$ cat config.mk
export PLATFORM = sky130hd
export DESIGN_NAME = cfcov_tracker
export DESIGN_NICKNAME = d
export VERILOG_FILES = /design/src/rtl/cfcov_pkg.sv /design/src/rtl/cfcov_gate_slot.sv /design/src/rtl/cfcov_scan.sv /design/src/rtl/cfcov_tracker.sv
export SDC_FILE = /design/constraint.sdc
export NUM_CORES = 1
export LEC_CHECK = 0
export BUFFER_PORTS_ARGS = -buffer_cell sky130_fd_sc_hd__buf_4
export CORE_AREA = 2 2 171 173
export CTS_CLUSTER_SIZE = 40
export DETAILED_ROUTE_END_ITERATION = 7
export DIE_AREA = 0 0 173 175
export HOLD_SLACK_MARGIN = 0.1
export PLACE_DENSITY = 0.48
export SLEW_MARGIN = 5
export SYNTH_ARGS = -nofsm -noshare
export SYNTH_HDL_FRONTEND = slang
export SYNTH_SLANG_ARGS = --single-unit
$ cat constraint.sdc
create_clock -name clk -period 6.1 [get_ports clk]
set_clock_uncertainty 0.2 [all_clocks]
set_input_delay 0.305 -clock clk [delete_from_list [all_inputs] [get_ports clk]]
set_output_delay 0.305 -clock clk [all_outputs]
set_load 0.02 [all_outputs]
$ cat src/rtl/cfcov_pkg.sv
package cfcov_pkg;

  localparam int MASK_W = 8;   // room for 2^3 combinations

  typedef enum logic [1:0] {
    SZ_NONE = 2'd0,
    SZ_ONE  = 2'd1,
    SZ_TWO  = 2'd2,
    SZ_THREE = 2'd3
  } gate_size_e;

  // Combinations that exist for a gate of the given width.
  function automatic logic [MASK_W-1:0] legal_combos(input logic [1:0] size);
    case (size)
      2'd1:    return 8'h03;
      2'd2:    return 8'h0F;
      2'd3:    return 8'hFF;
      default: return 8'h00;
    endcase
  endfunction

  function automatic logic [3:0] ones8(input logic [MASK_W-1:0] m);
    logic [3:0] c;
    c = '0;
    for (int i = 0; i < MASK_W; i++) c = c + {3'b000, m[i]};
    return c;
  endfunction

endpackage

$ cat src/rtl/cfcov_gate_slot.sv
module cfcov_gate_slot
  import cfcov_pkg::*;
#(
  parameter int NUM_WIRES = 4,
  parameter int WIW = 2
) (
  input  logic                 clk,
  input  logic                 rst_n,
  input  logic                 wr_en,
  input  logic [1:0]           wr_size,
  input  logic [WIW-1:0]       wr_w0,
  input  logic [WIW-1:0]       wr_w1,
  input  logic [WIW-1:0]       wr_w2,
  input  logic                 clr,
  input  logic                 obs_en,
  input  logic [NUM_WIRES-1:0] obs_vec,
  output logic [MASK_W-1:0]    seen_o,
  output logic [3:0]           unset_o
);

  logic [1:0]        size_q;
  logic [WIW-1:0]    w0_q, w1_q, w2_q;
  logic [MASK_W-1:0] seen_q;

  // Out-of-range wire indices read as 0.
  function automatic logic wire_bit(input logic [NUM_WIRES-1:0] v, input logic [WIW-1:0] idx);
    if (int'(idx) < NUM_WIRES) return v[idx];
    return 1'b0;
  endfunction

  // Combination index: first wire is the most significant bit, target the least.
  logic b0, b1, b2;
  logic [2:0] combo;
  logic       hit;

  always_comb begin
    b0 = wire_bit(obs_vec, w0_q);
    b1 = wire_bit(obs_vec, w1_q);
    b2 = wire_bit(obs_vec, w2_q);
    case (size_q)
      2'd1:    combo = {2'b00, b0};
      2'd2:    combo = {1'b0, b0, b1};
      2'd3:    combo = {b0, b1, b2};
      default: combo = 3'd0;
    endcase
  end

  assign hit = obs_en && (size_q != SZ_NONE);

  always_ff @(posedge clk or negedge rst_n) begin
    if (!rst_n) begin
      size_q <= SZ_NONE;
      w0_q   <= '0;
      w1_q   <= '0;
      w2_q   <= '0;
      seen_q <= '0;
    end else if (wr_en) begin
      size_q <= wr_size;
      w0_q   <= wr_w0;
      w1_q   <= wr_w1;
      w2_q   <= wr_w2;
      seen_q <= '0;
    end else if (clr) begin
      seen_q <= '0;
    end else if (hit) begin
      seen_q[combo] <= 1'b1;
    end
  end

  assign seen_o  = seen_q;
  assign unset_o = ones8(legal_combos(size_q) & ~seen_q);

  assert_mask_legal_R4: assert property (@(posedge clk) disable iff (!rst_n)
    (seen_q & ~legal_combos(size_q)) == '0);

  assert_one_new_bit_R4: assert property (@(posedge clk) disable iff (!rst_n)
    (!wr_en && !clr) |=> ($countones(seen_q) <= $countones($past(seen_q)) + 1));

  assert_no_loss_R3: assert property (@(posedge clk) disable iff (!rst_n)
    (!wr_en && !clr) |=> ((seen_q & $past(seen_q)) == $past(seen_q)));

  assert_write_empties_R2: assert property (@(posedge clk) disable iff (!rst_n)
    wr_en |=> (seen_q == '0));

  assert_clear_empties_R9: assert property (@(posedge clk) disable iff (!rst_n)
    clr |=> (seen_q == '0));

endmodule

$ cat src/rtl/cfcov_scan.sv
module cfcov_scan #(
  parameter int NUM_GATES = 8,
  parameter int CW = 7
) (
  input  logic                      clk,
  input  logic                      rst_n,
  input  logic                      start,
  input  logic [NUM_GATES-1:0][3:0] unset_i,
  output logic                      busy_o,
  output logic                      done_o,
  output logic                      complete_o,
  output logic [CW-1:0]             missing_o
);

  localparam int IDXW = (NUM_GATES > 1) ? $clog2(NUM_GATES) : 1;
  localparam logic [IDXW-1:0] LAST = IDXW'(NUM_GATES - 1);

  logic            busy_q, done_q, complete_q;
  logic [IDXW-1:0] idx_q;
  logic [CW-1:0]   acc_q, missing_q;
  logic [CW-1:0]   acc_next;

  assign acc_next = acc_q + CW'(unset_i[idx_q]);

  always_ff @(posedge clk or negedge rst_n) begin
    if (!rst_n) begin
      busy_q     <= 1'b0;
      done_q     <= 1'b0;
      complete_q <= 1'b0;
      idx_q      <= '0;
      acc_q      <= '0;
      missing_q  <= '0;
    end else begin
      done_q <= 1'b0;
      if (!busy_q && start) begin
        busy_q <= 1'b1;
        idx_q  <= '0;
        acc_q  <= '0;
      end else if (busy_q) begin
        acc_q <= acc_next;
        if (idx_q == LAST) begin
          busy_q     <= 1'b0;
          done_q     <= 1'b1;
          missing_q  <= acc_next;
          complete_q <= (acc_next == '0);
        end else begin
          idx_q <= idx_q + 1'b1;
        end
      end
    end
  end

  assign busy_o     = busy_q;
  assign done_o     = done_q;
  assign complete_o = complete_q;
  assign missing_o  = missing_q;

  assert_done_pulse_R5: assert property (@(posedge clk) disable iff (!rst_n)
    done_q |=> !done_q);

  assert_done_after_busy_R5: assert property (@(posedge clk) disable iff (!rst_n)
    done_q |-> (!busy_q && $past(busy_q)));

  assert_result_held_R7: assert property (@(posedge clk) disable iff (!rst_n)
    !done_q |-> ($stable(missing_q) && $stable(complete_q)));

  assert_missing_bound_R6: assert property (@(posedge clk) disable iff (!rst_n)
    missing_q <= CW'(NUM_GATES * 8));

endmodule

$ cat src/rtl/cfcov_tracker.sv
module cfcov_tracker
  import cfcov_pkg::*;
#(
  parameter int NUM_GATES = 8,
  parameter int NUM_WIRES = 4,
  parameter int WIW = (NUM_WIRES > 1) ? $clog2(NUM_WIRES) : 1,
  parameter int GIW = $clog2(NUM_GATES) + 1,
  parameter int CW  = $clog2(NUM_GATES * 8 + 1)
) (
  input  logic                 clk,
  input  logic                 rst_n,
  input  logic                 cfg_we,
  input  logic [GIW-1:0]       cfg_gate,
  input  logic [1:0]           cfg_size,
  input  logic [WIW-1:0]       cfg_w0,
  input  logic [WIW-1:0]       cfg_w1,
  input  logic [WIW-1:0]       cfg_w2,
  input  logic                 set_clear,
  input  logic                 obs_valid,
  input  logic [GIW-1:0]       obs_gate,
  input  logic [NUM_WIRES-1:0] obs_wires,
  input  logic                 set_end,
  output logic                 scan_busy,
  output logic                 scan_done,
  output logic                 set_complete,
  output logic [CW-1:0]        faults_left
);

  logic                           busy;
  logic                           accept;
  logic [NUM_GATES-1:0]           slot_wr, slot_obs;
  logic [NUM_GATES-1:0][3:0]      slot_unset;
  logic [NUM_GATES-1:0][MASK_W-1:0] seen_all;

  // Nothing outside the scan reaches the slots while a scan runs.
  assign accept = !busy;

  for (genvar g = 0; g < NUM_GATES; g++) begin : g_slot
    assign slot_wr[g]  = accept && cfg_we    && (cfg_gate == GIW'(g));
    assign slot_obs[g] = accept && obs_valid && (obs_gate == GIW'(g));

    cfcov_gate_slot #(
      .NUM_WIRES(NUM_WIRES),
      .WIW(WIW)
    ) u_slot (
      .clk    (clk),
      .rst_n  (rst_n),
      .wr_en  (slot_wr[g]),
      .wr_size(cfg_size),
      .wr_w0  (cfg_w0),
      .wr_w1  (cfg_w1),
      .wr_w2  (cfg_w2),
      .clr    (accept && set_clear),
      .obs_en (slot_obs[g]),
      .obs_vec(obs_wires),
      .seen_o (seen_all[g]),
      .unset_o(slot_unset[g])
    );
  end

  cfcov_scan #(
    .NUM_GATES(NUM_GATES),
    .CW(CW)
  ) u_scan (
    .clk       (clk),
    .rst_n     (rst_n),
    .start     (set_end),
    .unset_i   (slot_unset),
    .busy_o    (busy),
    .done_o    (scan_done),
    .complete_o(set_complete),
    .missing_o (faults_left)
  );

  assign scan_busy = busy;

  assert_frozen_in_scan_R8: assert property (@(posedge clk) disable iff (!rst_n)
    busy |=> $stable(seen_all));

  assert_single_slot_obs_R4: assert property (@(posedge clk) disable iff (!rst_n)
    $onehot0(slot_obs));

endmodule

# After elaboration in Yosys (flattened, before gate mapping)
# Cells that the tools add are included.
[totals]
ff_bits = 148
word_cells = 386
out_inout_bits = 10
[op_classes]
addsub = 58
n_eq_ne = 40
bitwise = 25
muxes = 117
order_cmp = 41
reduce_logical = 59
[op_table]
columns = ["op", "count"]
rows = [
  ["$add A4 B1 Y4", 48],
  ["$mux W8", 24],
  ["$pmux W8 S3", 8],
  ["$lt A2 B3 Y1 const B", 24],
  ["$pmux W3 S3", 8],
  ["$and A8 B8 Y8", 8],
  ["$not A8 Y8", 8],
  ["$or A8 B8 Y8", 8],
  ["$bmux W1 S2", 24],
  ["$mux W1", 38],
  ["$logic_and A1 B1 Y1", 36],
  ["$lt A3 B4 Y1 const B", 9],
  ["$eq A2 B2 Y1 const B", 16],
  ["$eq A4 B3 Y1 const B", 8],
  ["$demux W1 S3", 8],
  ["$ge A3 B1 Y1 const B", 8],
  ["$reduce_bool A3 Y1", 8],
  ["$reduce_bool A2 Y1", 9],
  ["$add A1 B1 Y2", 8],
  ["$eq A2 B1 Y1 const B", 8],
  ["$eq A4 B2 Y1 const B", 4],
  ["$mux W7", 2],
  ["$bmux W4 S3", 1],
  ["$mux W3", 3],
  ["12 further kinds", 14],
]

# Logic depth before layout (Yosys ltp)
# Gate-level depths: netlist (run 1).
[depth]
ltp_word = 15
depth_mapped = 20
mapped_depth_nobuf = 19

# By module
# A second synthesis (run 1) with hierarchy kept.
[hier_totals]
cells_unflattened = 807
area_unflattened_um2 = 9206.3
[modules_own_cells]
columns = ["module", "cells_each", "seq_area_each_um2", "n_inst", "area_each_um2"]
rows = [
  ["cfcov_gate_slot at g_slot[0].u_slot ...", 85, 400.4, 7, 977.2],
  ["cfcov_scan", 102, 500.5, 1, 1214.9],
  ["cfcov_gate_slot at g_slot[7].u_slot", 85, 400.4, 1, 969.7],
  ["cfcov_tracker", 25, 0.0, 1, 181.4],
]

# Worst setup path after synthesis (run 1)
# OpenSTA, ideal clock, no wires.
[synth_timing]
path_type = "register to register"
start = "register g_slot[2].u_slot.size_q[1]"
end = "register u_scan.complete_q (netlist: u_scan.complete_o)"
t_arrival_ns = 4.776
required_time_ns = 5.805
setup_slack_ns = 1.029
path_stages_with_launch = 18
synth_period_minus_slack_ns = 5.071
setup_time_ns = 0.095
path_cell_list = "dfrtp_1 clkbuf_1 nor2_1 nor2_1 ha_1 inv_1 fa_1 fa_1 inv_1 fa_1 inv_1 fa_1 mux4_2 mux2i_1 fa_1 nor4_1 o221ai_1 o31ai_1"
[synth_via]
elab_chain_cells = 14
word_cells_on_any_way = 16
classes_between = "add/sub: 8; eq/ne: 3; mux: 3; bitwise: 1; reduce/logical: 1"
[synth_lines]
columns = ["element", "line_no", "text"]
rows = [
  ["start: declaration", "cfcov_gate_slot.sv:21", "logic [1:0] size_q;"],
  ["start signal: assignment", "cfcov_gate_slot.sv:58", "size_q <= wr_size;"],
  ["$eq A2 B2 Y1 or $eq A2 B1 Y1 (tied branches)", "cfcov_pkg.sv:14", "case (size)"],
  ["$pmux W8 S3 (*)", "cfcov_pkg.sv:14", ""],
  ["$and A8 B8 Y8 (*)", "cfcov_gate_slot.sv:71", "assign unset_o = ones8(legal_combos(size_q) & ~seen_q);"],
  ["$add A1 B1 Y2", "cfcov_pkg.sv:25", "for (int i = 0; i < MASK_W; i++) c = c + {3'b000, m[i]};"],
  ["$add A4 B1 Y4 (5 in series)", "cfcov_pkg.sv:25", ""],
  ["$add A4 B1 Y4 (*)", "cfcov_pkg.sv:25", ""],
  ["$bmux W4 S3 (*)", "cfcov_scan.sv:23", "assign acc_next = acc_q + CW'(unset_i[idx_q]);"],
  ["$mux W4 (implied by the code) (*)", "cfcov_scan.sv:23", ""],
  ["$add A7 B4 Y7 (*)", "cfcov_scan.sv:23", ""],
  ["named net u_scan.acc_next[1]", "cfcov_scan.sv:21", "logic [CW-1:0] acc_next;"],
  ["$logic_not A7 Y1 (*)", "cfcov_scan.sv:45", "complete_q <= (acc_next == '0);"],
  ["end signal: assignment", "cfcov_scan.sv:45", ""],
  ["end: declaration", "cfcov_scan.sv:18", "logic busy_q, done_q, complete_q;"],
]
# Mark *: on every way through the listed nets, which the timed path passes. The rest lies on a longest branch. The select of a mux whose other input is x is not followed.
# A chain may end at the register's enable or synchronous reset.

# Worst setup path after layout (run 1)
[layout_timing]
start = "register g_slot[6].u_slot.size_q[1]"
end = "register u_scan.complete_q (netlist: u_scan.complete_o)"
[layout_via]
elab_chain_cells = 14
word_cells_on_any_way = 16
classes_between = "add/sub: 8; eq/ne: 3; mux: 3; bitwise: 1; reduce/logical: 1"
[layout_lines]
columns = ["element", "line_no"]
rows = [
  ["start: declaration", "cfcov_gate_slot.sv:21"],
  ["start signal: assignment", "cfcov_gate_slot.sv:58"],
  ["$eq A2 B2 Y1 or $eq A2 B1 Y1 (tied branches)", "cfcov_pkg.sv:14"],
  ["$pmux W8 S3 (*)", "cfcov_pkg.sv:14"],
  ["$and A8 B8 Y8 (*)", "cfcov_gate_slot.sv:71"],
  ["$add A1 B1 Y2", "cfcov_pkg.sv:25"],
  ["$add A4 B1 Y4 (5 in series)", "cfcov_pkg.sv:25"],
  ["$add A4 B1 Y4 (*)", "cfcov_pkg.sv:25"],
  ["$bmux W4 S3 (*)", "cfcov_scan.sv:23"],
  ["$mux W4 (implied by the code) (*)", "cfcov_scan.sv:23"],
  ["$add A7 B4 Y7 (*)", "cfcov_scan.sv:23"],
  ["named net u_scan.acc_next[1]", "cfcov_scan.sv:21"],
  ["$logic_not A7 Y1 (*)", "cfcov_scan.sv:45"],
]
# Marks and branches as above.

==> flow_summary.toml, run 1 <==
[synth]
mappedNetlistNets = 913
synth.ff_latch_count = 148
synth.yosys.seq_area_share = 0.400
post_synth_num_cell_types = 65
ys_dominant_reg_cell = "sky130_fd_sc_hd__dfrtp_1"
synth.cell_area_um2 = 9260
synthesis.instances = 824
synthesis.area_per_instance_um2 = 11.2
async_reset_ff_frac = 1.00
synth_edf_count = 0
yosysWarnings = 0

[routing]
via_to_cell_ratio = 5.14
num_vias = 6465
drt_first_iter_violations = 301
drt_drc_violations_left = 0
drt_pre_antenna_iters = 4
antenna_violating_nets_post_route = 0
routed_wire_length_per_instance_um = 18.2
routed_wirelength_um = 23000

[clocking]
clk_root_buffer_cell = "sky130_fd_sc_hd__clkbuf_16"
post_cts_buffers = 0
tritoncts_buffer_count = 17
cts-htree-levels = 4
tritoncts = "done"
clock_latency_ns = 0.44
cts.sink_count = 148
cts-root-to-sink-buffers = 2
cts.reportedPaths.clkPinSlew_ns = 0.07

[floorplanning]
area_enclosed_by_the_die_boundary_um2 = 30300
die_y_um = 175
chipWidth_um = 173
row_count = 62
core_region_area_um2 = 28400
io_pins = 36
initial_utilization = 0.326

[timing]
grt_setup_unrepaired = "false"
slew_viol_final = 0
setup_total_negative_slack_ns = 0
min_period_ns = 5.45
peak_freq_mhz = 184
final-hold-violation-count = 0
final-setup-viol-count = 0
tcrit_tclk_final = 0.893
tightest_slew_ns = 0.942
max_slew_margin = 0.370

[pwr]
report.power.total_mw = 4.72
vdd_ir_drop_max_mv = 0.183
p_leak_nw = 4.75
power_density_nw_per_um2 = 445

[placement]
port_buffers = 35
place.gp.congestion = 0.791
place.detailed.hpwl_um = 16900
dpl-instance-area_um2 = 9890

[critical_path]
timing_worst_setup_path_type = "flop to flop"
required_ns = 6.24
rr_startpoint = "g_slot[6].u_slot.size_q[1]$_DFFE_PN0P_"
setup.worst_path.end_class = "flop"
critical_path_arrival_ns = 5.58
setup.worst_path.start_class = "flop"
worst_r2r_path_depth = 16
rr_endpoint = "u_scan.complete_o$_DFFE_PN0P_"
r2r_setup_slack_ns = 0.65
crit_fanout = 11
critical_path.startpoint = "g_slot[6].u_slot.size_q[1]$_DFFE_PN0P_"

[final_layout]
filler_cell_count = 2886
post_route_cells_drive_above_1_share = 0.197
final_cell_mix = "148 x sky130_fd_sc_hd__dfrtp_1, 79 x sky130_fd_sc_hd__nand2_1, 71 x sky130_fd_sc_hd__mux2_2, 62 x sky130_fd_sc_hd__inv_1, 38 x sky130_fd_sc_hd__buf_4"
final_util = 0.374
design_area_um2 = 10600
mostFrequentLayoutCell = "sky130_fd_sc_hd__dfrtp_1"
area_growth_pct = 14.6
num_antenna_cells = 0
nets = 951

[global_route]
maximum_number_of_pins_on_one_net_before_global_route_repair = 92
globalRouteOverflowTotal = 0
grt_pass1_vias = 6553
grt_first_pass_wirelength_um = 37700
track_usage = 0.161
grt_antenna_before_repair = 0

[min_path]
timing.hold.worst.start = "obs_gate[1]"
timing.hold.worst_endpoint = "g_slot[5].u_slot.seen_o[2]$_DFFE_PN0P_"
worstHoldPathCells = 4
holdCritPathClass = "input pin to flop"

[flow_run]
cap_viol_max_count = 0

[run_status]
run_status = "complete, no violations"
[cell families (layout without fill, tap and decap cells)]
logic type	after synthesis	in the layout	share of synthesized area
flops	148	148	0.400
xor+xnor	12	12	0.0114
simple gates	253	253	0.149
compound gates	145	145	0.113
mux	109	109	0.174
buf+inv	94	145	0.0408
fa+ha+maj	63	63	0.112
[metal layers]
layer	routed length, µm	GRT usage	vias to the layer above
met1	11500	0.231	3286
met3	554	0.0257	20
met2	10600	0.251	93
li1	-	-	3066
met5	0	0	-
met4	323	0.0477	0
[metrics by stage]
stage | cells | hold WS (ns) | setup WS, ns
2_1_floorplan | 824 | -0.191 | 1.03
3_3_place_gp | 1215 | 0.257 | 0.684
3_5_place_dp | 1215 | 0.264 | 0.634
4_1_cts | 1259 | 0.106 | 0.602
5_1_grt | 1259 | 0.163 | 0.258
6_report | 1259 | 0.126 | 0.653
[synth_stat cells, types with 4 or more instances]
| cell type | count | area share |
|---|---|---|
| sky130_fd_sc_hd__o31ai_1 | 15 | 0.012 |
| sky130_fd_sc_hd__mux4_2 | 19 | 0.046 |
| sky130_fd_sc_hd__a22o_1 | 23 | 0.022 |
| sky130_fd_sc_hd__inv_1 | 62 | 0.025 |
| sky130_fd_sc_hd__fa_1 | 33 | 0.071 |
| sky130_fd_sc_hd__xor2_1 | 6 | 0.0057 |
| sky130_fd_sc_hd__nor2b_1 | 22 | 0.015 |
| sky130_fd_sc_hd__dfrtp_1 | 148 | 0.40 |
| sky130_fd_sc_hd__o211ai_1 | 5 | 0.0041 |
| sky130_fd_sc_hd__nand3b_1 | 6 | 0.0049 |
| sky130_fd_sc_hd__o21ai_0 | 31 | 0.017 |
| sky130_fd_sc_hd__clkbuf_1 | 26 | 0.011 |
| sky130_fd_sc_hd__and3_1 | 6 | 0.0041 |
| sky130_fd_sc_hd__and2_1 | 13 | 0.0088 |
| sky130_fd_sc_hd__nor4_1 | 6 | 0.0041 |
| sky130_fd_sc_hd__a32o_1 | 6 | 0.0065 |
| sky130_fd_sc_hd__nand4b_1 | 5 | 0.0047 |
| sky130_fd_sc_hd__a221o_1 | 5 | 0.0054 |
| sky130_fd_sc_hd__nand2_1 | 79 | 0.032 |
| sky130_fd_sc_hd__o32ai_1 | 4 | 0.0038 |
| sky130_fd_sc_hd__ha_1 | 30 | 0.041 |
| sky130_fd_sc_hd__nand4_1 | 7 | 0.0047 |
| sky130_fd_sc_hd__or2_2 | 4 | 0.0027 |
| sky130_fd_sc_hd__and3b_1 | 10 | 0.0095 |
| sky130_fd_sc_hd__nand3_1 | 9 | 0.0049 |
| sky130_fd_sc_hd__mux4_1 | 12 | 0.034 |
| sky130_fd_sc_hd__nand2b_1 | 30 | 0.020 |
| sky130_fd_sc_hd__mux2_2 | 71 | 0.086 |
| sky130_fd_sc_hd__mux2i_1 | 7 | 0.0076 |
| sky130_fd_sc_hd__a21oi_1 | 25 | 0.014 |
| sky130_fd_sc_hd__xnor2_1 | 6 | 0.0057 |
| sky130_fd_sc_hd__nor2_1 | 35 | 0.014 |
[where the power goes]
part / total, mW / switching (mW) / internal [mW] / leakage, nW
Clock: 1.07 / 0.515 / 0.556 / 0.296
Combinational: 2.19 / 1.16 / 1.02 / 2.44
Sequential: 1.46 / 0.250 / 1.21 / 2.01
[worst max-delay path, stage by stage, from the launching register on]
cell and delay (ns):
sky130_fd_sc_hd__dfrtp_1 0.48, sky130_fd_sc_hd__nor2_1 0.22, sky130_fd_sc_hd__nor2_1 0.07, sky130_fd_sc_hd__ha_1 0.28, sky130_fd_sc_hd__inv_1 0.05, sky130_fd_sc_hd__fa_1 0.50, sky130_fd_sc_hd__fa_1 0.55, sky130_fd_sc_hd__inv_1 0.06
sky130_fd_sc_hd__fa_1 0.46, sky130_fd_sc_hd__inv_1 0.09, sky130_fd_sc_hd__fa_1 0.40, sky130_fd_sc_hd__mux4_2 0.46, sky130_fd_sc_hd__mux2i_1 0.33, sky130_fd_sc_hd__fa_1 0.52, sky130_fd_sc_hd__nor4_1 0.31, sky130_fd_sc_hd__o221ai_1 0.17
sky130_fd_sc_hd__o31ai_1 0.21
[how the worst max path moves through the flow]
stage / endpoint / slack [ns]
final: u_scan.complete_o$_DFFE_PN0P_ / 0.65
after global routing: u_scan.complete_o$_DFFE_PN0P_ / 0.26
after CTS: u_scan.complete_o$_DFFE_PN0P_ / 0.60
after detailed placement: u_scan.complete_o$_DFFE_PN0P_ / 0.63
after global placement: u_scan.complete_o$_DFFE_PN0P_ / 0.68
after floorplan: u_scan.complete_o$_DFFE_PN0P_ / 1.03
[area by class of cell]
class / count / area, µm² / area share
tap: 384 / 480 / 0.0453
inverter: 62 / 233 / 0.0219
clock inverter: 15 / 178 / 0.0167
multi-input combinational: 582 / 5180 / 0.488
clock buffer: 17 / 425 / 0.0401
timing repair buffer: 51 / 417 / 0.0393
sequential: 148 / 3700 / 0.349
[sequential cells by signal (all words and copies together) (netlist names)]
register              flops
g_slot.u_slot.seen_o     64
g_slot.u_slot.size_q     16
g_slot.u_slot.w0_q       16
g_slot.u_slot.w1_q       16
g_slot.u_slot.w2_q       16
u_scan.acc_q              7
u_scan.missing_o          7
u_scan.idx_q              3
u_scan.busy_o             1
u_scan.complete_o         1
u_scan.done_o             1
[timing repair]
action | CTS | global route
hold buffers | 12 | 0
resized for setup | 0 | 0
endpoints found under the hold margin | 160 | 0
endpoints found under the setup margin | 0 | 0
No activity file was read; power rests on OpenSTA's default activity.
==> inputs of run 2 (changes only) <==
--- a/config.mk
+++ b/config.mk
@@ -6,12 +6,13 @@
 export NUM_CORES = 1
 export LEC_CHECK = 0
 export BUFFER_PORTS_ARGS = -buffer_cell sky130_fd_sc_hd__buf_4
-export CORE_AREA = 2 2 171 173
+export CORE_AREA = 2 2 147 149
 export CTS_CLUSTER_SIZE = 40
 export DETAILED_ROUTE_END_ITERATION = 7
-export DIE_AREA = 0 0 173 175
+export DIE_AREA = 0 0 149 151
 export HOLD_SLACK_MARGIN = 0.1
-export PLACE_DENSITY = 0.48
+export PLACE_DENSITY = 0.61
+export RECOVER_POWER = 100
 export SLEW_MARGIN = 5
 export SYNTH_ARGS = -nofsm -noshare
 export SYNTH_HDL_FRONTEND = slang
==> run 2 against run 1 <==
  * The run now ends with capacitance limit, slew limit left
  * Non-clock buffer count is the same
  * Combinational power fell by 3%
  * Core utilization is 12 points higher
  * Wire length fell by 7.0%
  * Sequential power barely moved
  * Global-route usage is 4.3 points higher
  * Via count increased by 0.39%
  * Fmax fell by 0.68%
  * Critical endpoint unchanged
==> flow_summary.toml, run 2 (synthesis gave the netlist of run 1 again) <==
[run_status]
run_status = "complete, but fails checks"
failed_checks = "capacitance limit, slew limit"

[global_route]
grt_first_pass_wirelength_um = 35200
grt_pass1_vias = 6539
grt_antenna_before_repair = 0
track_usage = 0.204
maximum_number_of_pins_on_one_net_before_global_route_repair = 94
globalRouteOverflowTotal = 0

[critical_path]
timing_worst_setup_path_type = "flop to flop"
cpMaxStageDelayCell = "sky130_fd_sc_hd__fa_1"
timing.critical_path.cells = "nor2_1, nor2_1, ha_1, inv_1, fa_1, fa_1, inv_1, fa_1, inv_1, fa_1, mux4_2, mux2i_1, fa_1, nor4_1, o221ai_1, o31ai_1"
setup.worst_path.start_class = "flop"
crit_fanout = 11
required_ns = 6.24
critical_path_arrival_ns = 5.62
setup.worst_path.end_class = "flop"
timing.critical_path.mode_cell = "sky130_fd_sc_hd__fa_1"
max_stage_delay_ns = 0.54

[placement]
dpl-instance-area_um2 = 9750
place.detailed.hpwl_um = 15600
place.gp.congestion = 0.875
port_buffers = 35

[floorplanning]
area_enclosed_by_the_die_boundary_um2 = 22500
io_pins = 36
die_y_um = 151
chipWidth_um = 149
row_count = 53
initial_utilization = 0.445
core_region_area_um2 = 20800

[routing]
antenna_violating_nets_post_route = 0
drt_drc_violations_left = 0
via_to_cell_ratio = 5.64
drt_first_iter_violations = 388
routed_wire_length_per_instance_um = 18.6
routed_wirelength_um = 21300
drt_pre_antenna_iters = 4
num_vias = 6490

[pwr]
p_leak_nw = 4.66
report.power.total_mw = 4.58
cellInternalPower_mw = 2.76
net-switching-power_mw = 1.83
combinational_share_of_power = 0.465
power.share.clock = 0.216
power_density_nw_per_um2 = 442
vdd_ir_drop_max_mv = 0.219
p_seq_frac = 0.319
p_sw_frac = 0.398

[final_layout]
post_route_cells_drive_above_1_share = 0.181
multi_input_comb_area_um2 = 5180
num_antenna_cells = 0
largest_register_ff_count = 64
design_area_um2 = 10400
filler_cell_count = 1936
final_cell_mix = "148 x sky130_fd_sc_hd__dfrtp_1, 79 x sky130_fd_sc_hd__nand2_1, 71 x sky130_fd_sc_hd__mux2_2, 62 x sky130_fd_sc_hd__inv_1, 35 x sky130_fd_sc_hd__nor2_1"
nets = 951
final_util = 0.498
area_growth_pct = 12.1
mostFrequentLayoutCell = "sky130_fd_sc_hd__dfrtp_1"
area_of_all_sequential_standard_cells_um2 = 3700

[clocking]
tritoncts = "done"
cts-root-to-sink-buffers = 2
cts_resized = 0
clk_root_buffer_cell = "sky130_fd_sc_hd__clkbuf_16"
post_cts_buffers = 0
tritoncts_buffer_count = 17
clock_latency_ns = 0.43
cts-htree-levels = 4
cts.sink_count = 148
cts.reportedPaths.clkPinSlew_ns = 0.06

[timing]
hold_slack_ns = 0.118
tightest_slew_ns = 4.20
min_period_ns = 5.48
grt_setup_unrepaired = "false"
setup_total_negative_slack_ns = 0
peak_freq_mhz = 182
slew_viol_final = 94
final-hold-violation-count = 0
final-setup-viol-count = 0
max_slew_margin = -1.80
tcrit_tclk_final = 0.899

[flow_run]
cap_viol_max_count = 1

[min_path]
holdCritPathClass = "input pin to flop"
-- run 2: changes by cell type in the layout (fill, tap and decap cells not counted), sizes merged --
cell and change:
buf -13, clkbuf +15, clkinvlp +3, clkinv -2, inv -4, dlygate4sd2 +1
-- run 2: path summary, 6_finish.rpt --
check                                                       start                                     end  slack, ns  depth (start not counted)
max in group asynchronous                                   rst_n             u_scan.acc_q[3]$_DFFE_PN0P_       1.41                          3
max                        g_slot[6].u_slot.size_q[1]$_DFFE_PN0P_           u_scan.complete_o$_DFFE_PN0P_       0.62                         16
min reg2reg                g_slot[1].u_slot.seen_o[4]$_DFFE_PN0P_  g_slot[1].u_slot.seen_o[4]$_DFFE_PN0P_       0.27                          2
max reg2reg                g_slot[6].u_slot.size_q[1]$_DFFE_PN0P_           u_scan.complete_o$_DFFE_PN0P_       0.62                         16
min                                                   obs_gate[1]  g_slot[5].u_slot.seen_o[2]$_DFFE_PN0P_       0.12                          4
min in group asynchronous                                   rst_n  g_slot[3].u_slot.seen_o[4]$_DFFE_PN0P_       1.89                          2
-- run 2: through the flow --
step | setup WS, ns | instances
2_1_floorplan | 1.03 | 824
6_report | 0.616 | 1150
5_1_grt | 0.335 | 1150
3_3_place_gp | 0.739 | 1106
4_1_cts | 0.621 | 1150
3_5_place_dp | 0.634 | 1106
-- run 2: critical path, delay by kind of cell (launching register included) --
family / cells / cell delay (ns)
multiplexers: 2 / 0.77
AND/OR/NAND/NOR: 3 / 0.63
buffers and inverters: 3 / 0.20
flip-flops: 1 / 0.50
AO/OA/AOI/OAI: 2 / 0.41
adder cells (fa/ha/maj): 6 / 2.69
-- run 2: power by group through the flow --
stage / Sequential (mW) / Combinational (mW) / Clock [mW]
3_5_place_dp: 1.48 / 2.16 / 0
3_3_place_gp: 1.47 / 2.12 / 0
2_1_floorplan: 1.38 / 1.67 / 0
5_1_grt: 1.51 / 2.42 / 1.05
6_report: 1.46 / 2.13 / 0.990
4_1_cts: 1.46 / 2.18 / 1.01
-- run 2: what timing repair did --
action	4_1_cts	5_1_grt
hold endpoints to repair	161	0
endpoints found under the setup margin	0	0
hold buffers	12	0
-- run 2: layer usage --
metal	vias up	part of all wire	GRT usage	wire length (µm)
met5	-	0	0	0
met4	0	0.014	0.0548	301
met3	22	0.028	0.0334	589
met2	108	0.46	0.320	9830
met1	3300	0.50	0.296	10600
li1	3060	-	-	-
-- run 2: cell type report --
class | count | share of cell area
Multi-Input combinational cell | 582 | 0.499
Sequential cell | 148 | 0.357
Clock buffer | 20 | 0.0440
Timing Repair Buffer | 51 | 0.0356
Tap cell | 275 | 0.0332
Inverter | 62 | 0.0224
Clock inverter | 12 | 0.00904
==> inputs of run 3 (changes only) <==
--- a/config.mk
+++ b/config.mk
@@ -13,6 +13,7 @@
 export HOLD_SLACK_MARGIN = 0.1
 export PLACE_DENSITY = 0.61
 export RECOVER_POWER = 100
+export SKIP_LAST_GASP = 1
 export SLEW_MARGIN = 5
 export SYNTH_ARGS = -nofsm -noshare
 export SYNTH_HDL_FRONTEND = slang
==> constraint.sdc (replaced) <==
create_clock -name clk -period 6.1 [get_ports clk]
set_clock_uncertainty 0.2 [all_clocks]
set_input_delay 0.305 -clock clk [delete_from_list [all_inputs] [get_ports clk]]
set_output_delay 0.305 -clock clk [all_outputs]
set_load 0.005 [all_outputs]
==> run 3 against run 2 <==
  * The flow still finishes with violations (capacitance limit, slew limit)
  * Global-route usage unchanged
  * Final cell count did not move
  * Via count is essentially flat
  * Core utilization grew 0.18 points
  * Wire length fell by 0.15%
  * Total power fell by 0.28%
  * Count of clock-buffer cells in the layout did not move
==> flow_summary.toml, run 3 (synthesis gave the netlist of run 1 again) <==
[run_status]
run_status = "complete, but fails checks"
failed_checks = "capacitance limit, slew limit"

[floorplanning]
area_enclosed_by_the_die_boundary_um2 = 22500
core_region_area_um2 = 20800
initial_utilization = 0.445
row_count = 53
die_y_um = 151
io_pins = 36
chipWidth_um = 149

[critical_path]
cpMaxStageDelayCell = "sky130_fd_sc_hd__fa_1"
required_ns = 6.24
crit_buf_inv = 3
crit_fanout = 11
critical_path_arrival_ns = 5.62
worst_r2r_path_depth = 16
rr_startpoint = "g_slot[6].u_slot.size_q[1]$_DFFE_PN0P_"
r2r_setup_slack_ns = 0.62
setup.worst_path.start_class = "flop"
timing.critical_path.cells = "nor2_1, nor2_1, ha_1, inv_1, fa_1, fa_1, inv_1, fa_1, inv_1, fa_1, mux4_2, mux2i_1, fa_1, nor4_1, o221ai_1, o31ai_1"
max_stage_delay_ns = 0.54
timing_worst_setup_path_type = "flop to flop"
crit_family = "adder cells"
rr_endpoint = "u_scan.complete_o$_DFFE_PN0P_"
setup.worst_path.end_class = "flop"
critical_path.startpoint = "g_slot[6].u_slot.size_q[1]$_DFFE_PN0P_"
timing.critical_path.mode_cell = "sky130_fd_sc_hd__fa_1"

[timing]
final-setup-viol-count = 0
peak_freq_mhz = 182
grt_setup_unrepaired = "false"
final-hold-violation-count = 0
tightest_slew_ns = 4.20
setup_total_negative_slack_ns = 0
slew_viol_final = 94
min_period_ns = 5.48
tcrit_tclk_final = 0.899
max_slew_margin = -1.80

[clocking]
cts-root-to-sink-buffers = 2
quantity_of_hold_fixing_buffers_added_after_cts = 12
cts.sink_count = 148
tritoncts = "done"
tritoncts_buffer_count = 17
cts-htree-levels = 4
clock_latency_ns = 0.43
cts.reportedPaths.clkPinSlew_ns = 0.06
clk_root_buffer_cell = "sky130_fd_sc_hd__clkbuf_16"
cts_resized = 0
post_cts_buffers = 0

[placement]
place.gp.congestion = 0.875
place.detailed.hpwl_um = 15600
port_buffers = 35

[routing]
via_to_cell_ratio = 5.65
routed_wirelength_um = 21300
num_vias = 6496
drt_pre_antenna_iters = 4
routed_wire_length_per_instance_um = 18.5
drt_drc_violations_left = 0
drt_first_iter_violations = 388
antenna_violating_nets_post_route = 0

[final_layout]
num_antenna_cells = 0
nets = 951
area_growth_pct = 12.5
largest_register_ff_count = 64
mostFrequentLayoutCell = "sky130_fd_sc_hd__dfrtp_1"
final_cell_mix = "148 x sky130_fd_sc_hd__dfrtp_1, 79 x sky130_fd_sc_hd__nand2_1, 71 x sky130_fd_sc_hd__mux2_2, 62 x sky130_fd_sc_hd__inv_1, 35 x sky130_fd_sc_hd__nor2_1"
post_route_cells_drive_above_1_share = 0.192

[pwr]
report.power.total_mw = 4.57
vdd_ir_drop_max_mv = 0.219
power_density_nw_per_um2 = 439
p_leak_nw = 4.70

[global_route]
grt_first_pass_wirelength_um = 35200
globalRouteOverflowTotal = 0
grt_antenna_before_repair = 0
track_usage = 0.204
grt_pass1_vias = 6539
maximum_number_of_pins_on_one_net_before_global_route_repair = 94

[min_path]
timing.hold.worst_endpoint = "g_slot[5].u_slot.seen_o[2]$_DFFE_PN0P_"
holdCritPathClass = "input pin to flop"
timing.hold.worst.start = "obs_gate[1]"
worstHoldPathCells = 4

[flow_run]
cap_viol_max_count = 1
## run 3: worst max-delay path by stage
stage | to | slack [ns] | cells past startpoint
5_1_grt | u_scan.complete_o$_DFFE_PN0P_ | 0.34 | 16
2_1_floorplan | u_scan.complete_o$_DFFE_PN0P_ | 1.03 | 17
3_3_place_gp | u_scan.complete_o$_DFFE_PN0P_ | 0.74 | 16
4_1_cts | u_scan.complete_o$_DFFE_PN0P_ | 0.62 | 16
3_5_place_dp | u_scan.complete_o$_DFFE_PN0P_ | 0.63 | 16
6_report | u_scan.complete_o$_DFFE_PN0P_ | 0.62 | 16
## run 3: per-stage QoR
step,utilization,area [µm²],setup WS [ns],cells,hold slack (ns)
2_1_floorplan,-,9260,1.03,824,-0.191
3_3_place_gp,0.468,9750,0.739,1106,0.255
3_5_place_dp,0.468,9750,0.634,1106,0.261
4_1_cts,0.501,10400,0.621,1150,0.108
5_1_grt,0.500,10400,0.335,1150,0.131
6_report,0.500,10400,0.616,1150,0.118
## run 3: cell type report
class,instances,area (µm²)
Tap cell,275,344
Inverter,62,233
Clock buffer,20,457
Fill cell,1923,10400
Sequential cell,148,3700
Clock inverter,12,93.8
Multi-Input combinational cell,582,5180
Timing Repair Buffer,51,407
## run 3: layer usage
| layer | up-vias | wire length [µm] | track usage |
|---|---|---|---|
| li1 | 3060 | - | - |
| met2 | 112 | 9840 | 0.320 |
| met5 | - | 0 | 0 |
| met1 | 3302 | 10600 | 0.296 |
| met4 | 0 | 301 | 0.0548 |
| met3 | 22 | 588 | 0.0334 |
## run 3: worst reg2reg max path, cell delays in order (launching register included)
cell and delay, ns:
sky130_fd_sc_hd__dfrtp_1 0.50, sky130_fd_sc_hd__nor2_1 0.23, sky130_fd_sc_hd__nor2_1 0.08, sky130_fd_sc_hd__ha_1 0.28, sky130_fd_sc_hd__inv_1 0.05, sky130_fd_sc_hd__fa_1 0.50
sky130_fd_sc_hd__fa_1 0.54, sky130_fd_sc_hd__inv_1 0.06, sky130_fd_sc_hd__fa_1 0.45, sky130_fd_sc_hd__inv_1 0.09, sky130_fd_sc_hd__fa_1 0.41, sky130_fd_sc_hd__mux4_2 0.46
sky130_fd_sc_hd__mux2i_1 0.31, sky130_fd_sc_hd__fa_1 0.51, sky130_fd_sc_hd__nor4_1 0.34, sky130_fd_sc_hd__o221ai_1 0.19, sky130_fd_sc_hd__o31ai_1 0.22
## run 3: power by group
group / internal [mW] / leakage (nW) / switching [mW]
Sequential: 1.21 / 2.01 / 0.248
Clock: 0.547 / 0.264 / 0.443
Combinational: 1.01 / 2.42 / 1.11
Total: 2.77 / 4.70 / 1.80
